[src/rtl/sd_bin_mult.sv]
module sd_bin_mult #(
  parameter int N = 4
) (
  input  logic           clk,
  input  logic           rst_n,
  input  logic           in_valid,
  input  logic [N-1:0]   a_pos,
  input  logic [N-1:0]   a_neg,
  input  logic [N-1:0]   b_in,
  output logic           out_valid,
  output logic [2*N-1:0] p_pos,
  output logic [2*N-1:0] p_neg
);

  logic         v_q  [N];
  logic [N-1:0] r_pq [N];
  logic [N-1:0] r_nq [N];
  logic [N-1:0] l_pq [N];
  logic [N-1:0] l_nq [N];
  logic [N-1:0] a_pq [N-1];
  logic [N-1:0] a_nq [N-1];
  logic [N-1:0] b_q  [N-1];

  for (genvar k = 0; k < N; k++) begin : g_stage
    logic         vi;
    logic [N-1:0] ap, an, bi, rp, rn, lp, ln;
    logic         dadd, dsub;
    logic [N-1:0] bb, xp, xn, cy, zn;
    logic [N:0]   cin, zv, sp, sn, yp, yn;

    if (k == 0) begin : g_head
      assign vi = in_valid;
      assign ap = a_pos;
      assign an = a_neg;
      assign bi = b_in;
      assign rp = '0;
      assign rn = '0;
      assign lp = '0;
      assign ln = '0;
    end else begin : g_link
      assign vi = v_q[k-1];
      assign ap = a_pq[k-1];
      assign an = a_nq[k-1];
      assign bi = b_q[k-1];
      assign rp = r_pq[k-1];
      assign rn = r_nq[k-1];
      assign lp = l_pq[k-1];
      assign ln = l_nq[k-1];
    end

    assign dadd = ap[k] & ~an[k];
    assign dsub = an[k] & ~ap[k];
    assign bb   = (dadd | dsub) ? bi : '0;
    assign xp   = dsub ? rn : rp;
    assign xn   = dsub ? rp : rn;
    assign cy   = xp | (~xn & bb);
    assign zn   = (xp | xn) ^ bb;
    assign cin  = {cy, 1'b0};
    assign zv   = {1'b0, zn};
    assign sp   = cin & ~zv;
    assign sn   = zv & ~cin;
    assign yp   = dsub ? sn : sp;
    assign yn   = dsub ? sp : sn;

    always_ff @(posedge clk) begin
      if (!rst_n) begin
        v_q[k]  <= 1'b0;
        r_pq[k] <= '0;
        r_nq[k] <= '0;
        l_pq[k] <= '0;
        l_nq[k] <= '0;
      end else begin
        v_q[k]  <= vi;
        r_pq[k] <= yp[N:1];
        r_nq[k] <= yn[N:1];
        l_pq[k] <= lp | ({{(N-1){1'b0}}, yp[0]} << k);
        l_nq[k] <= ln | ({{(N-1){1'b0}}, yn[0]} << k);
      end
    end

    if (k < N-1) begin : g_carry
      always_ff @(posedge clk) begin
        if (!rst_n) begin
          a_pq[k] <= '0;
          a_nq[k] <= '0;
          b_q[k]  <= '0;
        end else begin
          a_pq[k] <= ap;
          a_nq[k] <= an;
          b_q[k]  <= bi;
        end
      end
    end
  end

  assign out_valid = v_q[N-1];
  assign p_pos     = {r_pq[N-1], l_pq[N-1]};
  assign p_neg     = {r_nq[N-1], l_nq[N-1]};

endmodule

[config.mk]
export PLATFORM = sky130hd
export DESIGN_NAME = sd_bin_mult
export DESIGN_NICKNAME = d
export VERILOG_FILES = /design/src/rtl/sd_bin_mult.sv
export SDC_FILE = /design/constraint.sdc
export NUM_CORES = 1
export LEC_CHECK = 0
export ABC_AREA = 1
export BUFFER_PORTS_ARGS = -buffer_cell sky130_fd_sc_hd__buf_2
export CAP_MARGIN = 20
export CORE_ASPECT_RATIO = 0.6
export CORE_MARGIN = 10
export CORE_UTILIZATION = 55
export CTS_BUF_LIST = sky130_fd_sc_hd__clkbuf_8
export CTS_CLUSTER_DIAMETER = 60
export DETAILED_ROUTE_END_ITERATION = 6
export PLACE_DENSITY = 0.75
export SLEW_MARGIN = 10
export SYNTH_ARGS = -nofsm -noshare
export SYNTH_HDL_FRONTEND = slang
export SYNTH_SLANG_ARGS = --single-unit
[constraint.sdc]
create_clock -name clk -period 1.2 [get_ports clk]
set_clock_uncertainty 0.1 [all_clocks]
set_input_delay 0.24 -clock clk [delete_from_list [all_inputs] [get_ports clk]]
set_output_delay 0.24 -clock clk [all_outputs]
set_load 0.005 [all_outputs]
* Word level (Yosys, flattened, before mapping)
Memories as Yosys holds them, arrays and structs flattened. Cells that the tools add are included.
Cells by class: bitwise gates (word level) 86, muxes and demuxes 49
Operators with widths (number):
- 2-to-1 mux 4 bit | 35
- 2-to-1 mux 5 bit | 8
- OR 1 bit | 33
- OR 4 bit | 8
- AND 4 x 5 -> 5 bit | 4
- AND 5 bit | 4
- inverter 4 -> 5 bit | 4
- inverter 5 bit | 4
- AND 4 bit | 3
- inverter 4 bit | 3
- XOR 4 bit | 3
- AND 1 bit | 8
- inverter 1 bit | 8
- OR 4 x 2 -> 4 bit | 2
- OR 4 x 3 -> 4 bit | 2
- 2-to-1 mux 1 bit | 6
Word-level totals: RAM bits 104, logic and storage cells 143, register bits 0, memories kept 8
Memories:
- l_nq | depth 4, width 4, read ports 4, clocked after memory_dff 0, write ports 4, RTL line 19 | logic [N-1:0] l_nq [N];
- l_pq | depth 4, width 4, read ports 4, clocked after memory_dff 0, write ports 4, RTL line 18 | logic [N-1:0] l_pq [N];
- r_nq | depth 4, width 4, read ports 4, clocked after memory_dff 0, write ports 4, RTL line 17 | logic [N-1:0] r_nq [N];
- r_pq | depth 4, width 4, read ports 4, clocked after memory_dff 0, write ports 4, RTL line 16 | logic [N-1:0] r_pq [N];
- a_nq | depth 3, width 4, read ports 3, clocked after memory_dff 0, write ports 3, RTL line 21 | logic [N-1:0] a_nq [N-1];
- a_pq | depth 3, width 4, read ports 3, clocked after memory_dff 0, write ports 3, RTL line 20 | logic [N-1:0] a_pq [N-1];
- 2 more memories

* Logic depth before layout (Yosys ltp)
An unclocked memory read counts as a cell.
depth in word-level cells 12, depth in mapped cells 9, depth with buffers taken out 8

* Worst setup path after synthesis
Ideal clock, no wire load.
path kind register to register, start point memory a_pq[0][1], end point memory r_nq[1][1], stages on the path, launching flop included 8, library setup time 0.114 ns, arrival 1.105 ns, setup slack -0.119 ns, clock period less this slack 1.319 ns, buffers on the path 1, path through dfxtp_1 -> inv_1 -> ha_1 -> buf_6 -> o21ai_0 -> nand2_1 -> nand3_1 -> nand2_1
RTL lines (RTL line):
- start: declaration | 20
- end: declaration | 17

==> out/qor.yml <==
timing.final.ws_setup_ns: -0.188
relSlewSlack_pct: 70.7
die_w_um: 122
cts.sinks: 80
syn_to_final_growth_pct: 31.3
crit_start: "a_pq[2][3]"
routedWlPerCell_um: 13.1
yosys_warnings: 0
numPortBuffers: 31
root_buffer: "clkbuf_8"
outcome: "finished, violations left"
die_h_um: 81.2
post-route-min-period_ns: 1.39
postSynthCellCount: 503
path_max_fanout: 5
setup_violations: 30
r2r-end: "r_pq[1][6]"
hold_class: "input pin to flop"
antenna_found_initial: 0
cts_tree: "built"
violations: "setup timing"
synth-xor-area-share_pct: 0.766
synthAdderAreaFrac_pct: 2.55
yosysMostFrequentCell: "nand2_1"
netlist.area_leader.share_pct: 46.7
synth_seq_area_share_pct: 46.7
hold_path.startpoint: "rst_n"
drt_pass1_iterations: 5
ant_nets: 0
cts_buffers: 9
rr_startpoint: "a_pq[2][3]"
clk_latency_ns: 0.37
ioPinCount: 32
holdPathEnd: "v_q[0][1]"
peakVddDrop_mv: 0.949
ys.flop_type: "dfxtp_1"
dr.first_iter.drc_count: 309
clockBufferDepth: 2
synth_area_um2: 3430
synth_top_family_by_area: "simple AND/OR/NAND/NOR gates"
synth-seq-cells: 80
drive_gt1_share_pct: 29.2
reg2reg_slack_ns: -0.19
hold_path_depth: 4
gr-total-overflow: 0
synth-edff-count: 0
grt_usage_pct: 17.4
viasPerCell: 5.05
muxShareOfSynthArea_pct: 0
post-place-ws_ns: -0.244
reg2reg_depth: 8
synth.avg_cell_area_um2: 6.82
nNetsFinal: 576
maxCapViolCount: 0
netlist_top_cells_count: "nand2_1, inv_1, dfxtp_1, nor2_1, nand3_1"
fmax_mhz: 720
max_stage_delay_ns: 0.37
drc: 0
final_util_pct: 74.0
synth_top_cell_by_area: "dfxtp_1"
ctsHtreeMaxLevel: 3
place_congestion: 0.997
synth_fp_nets: 525
post-route-cell-area_um2: 4500
p_leak_nw: 2.32
cp.arrival_ns: 1.61
post-dp-hpwl_um: 5810
cpMostUsedCell: "nand2_2"
cp-end-kind: "flop"
worstSetupPathType: "flop to flop"
total_power_mw: 5.74
synth-compound-area-share_pct: 4.38
tightest_slew_ns: 0.440
placementRows: 22
synth-simple-area-share_pct: 32.5
diodes: 0
yosys-top-cells-area: "dfxtp_1, nand2_1, inv_1"
core_area_um2: 6080
via_count: 3248
worstSetupStartpointType: "flop"
grt_max_degree: 21
grt_pass1_wl_um: 13500
rsz0062_at_grt: "yes"
grt_pass1_vias: 2864
synthDistinctLibCells: 17
slowest_stage: "ha_4"
async_flop_share_pct: 0
initial_core_util_pct: 56.4
die_area_um2: 9900
path_cells: "inv_4 > ha_4 > inv_6 > nand2_4 > nand2_2 > nand2_2 > nand3_2 > nand2_1"
routed_wl_um: 8410
cp.required_ns: 1.42
p_per_area_nw_per_um2: 1280
period_share_pct: 116
clkTransAtPathRegs_ns: 0.08
report.final.slew_viol_count: 0
dpl_cell_area_um2: 3820
finalHoldViolCount: 0
-- state kept, by name, indices dropped and copies added, names as in the netlist --
| name | cells |
|---|---|
| a_nq | 6 |
| a_pq | 6 |
| b_q | 12 |
| l_nq | 10 |
| l_pq | 10 |
| r_nq | 16 |
| r_pq | 16 |
| v_q | 4 |
-- cells by family (layout without fill, tap and decap cells) --
kind of cell,count (synthesis),count (layout)
and+or+nand+nor,275,275
AOI/OAI and AO/OA,27,27
buffers and inverters,111,167
DFF,80,80
adders and majority gates,7,7
xor gates and xnor gates,3,3
-- cell type report --
class / count / area [µm²]
inverters: 99 / 394
multi-input cells: 312 / 1840
flip-flops and latches: 80 / 1610
clock buffers: 10 / 138
clock inverters: 6 / 66.3
well taps: 84 / 105
repair buffers: 52 / 353
fillers: 459 / 1580
-- routing by layer --
| metal | vias to the layer above | track usage [%] | share of wire [%] |
|---|---|---|---|
| met4 | 0 | 3.55 | 0.88 |
| met3 | 9 | 9.35 | 11 |
| met5 | - | 0 | 0 |
| met1 | 1490 | 22.6 | 46 |
| li1 | 1615 | - | - |
| met2 | 134 | 24.9 | 42 |
-- timing repair --
| action | 4_1_cts | 5_1_grt |
|---|---|---|
| buffers inserted | 0 | 1 |
| hold endpoints to repair | 11 | 0 |
| pin swaps | 35 | 43 |
| setup endpoints to repair | 30 | 30 |
| hold buffers | 11 | 0 |
| gates resized for setup | 59 | 43 |
-- worst max path at each step --
stage	to	slack [ns]	depth (start not counted)
after floorplan	r_nq[3][1]	0.005	9
after global placement	r_nq[3][2]	-0.18	7
after detailed placement	r_pq[1][6]	-0.24	7
after CTS	r_nq[1][1]	-0.12	8
after global routing	r_nq[1][2]	-0.24	8
final	r_pq[1][6]	-0.19	8
-- through the flow --
step                std cells  hold WS [ns]  setup TNS [ns]
floorplan                 503         0.233               0
global placement          615         0.291           -3.82
global route              643         0.242           -5.19
finish                    643         0.244           -3.53
CTS                       642         0.233           -2.54
detailed placement        615         0.295           -5.07
-- worst max-delay path: cells and delay by family, from the launching register on --
kind | cells | cell delay [ns]
DFF | 1 | 0.36
adders and majority gates | 1 | 0.37
buffers and inverters | 2 | 0.12
and+or+nand+nor | 5 | 0.39
-- report_power, final --
| part | internal (mW) | switching, mW | leakage [nW] |
|---|---|---|---|
| combinational | 0.325 | 0.519 | 1.57 |
| clock | 1.02 | 1.03 | 0.0949 |
| sequential | 2.77 | 0.0801 | 0.655 |
-- cells in the final DEF (no fill, tap or decap), types with 7 or more instances in the layout --
master	synthesis	final
dfxtp_1	80	74
nand3_1	27	12
inv_1	98	89
nand2_1	184	141
nand2_2	0	33
nand4_1	18	18
nor2_1	45	31
buf_2	7	31
dlygate4sd3_1	0	11
nand2_4	0	10
nand3_2	0	15
o21ai_2	0	9
a21oi_1	7	7
buf_4	0	9
clkbuf_8	0	10
nor2_4	0	12
Power figures use the tool's default switching activity.
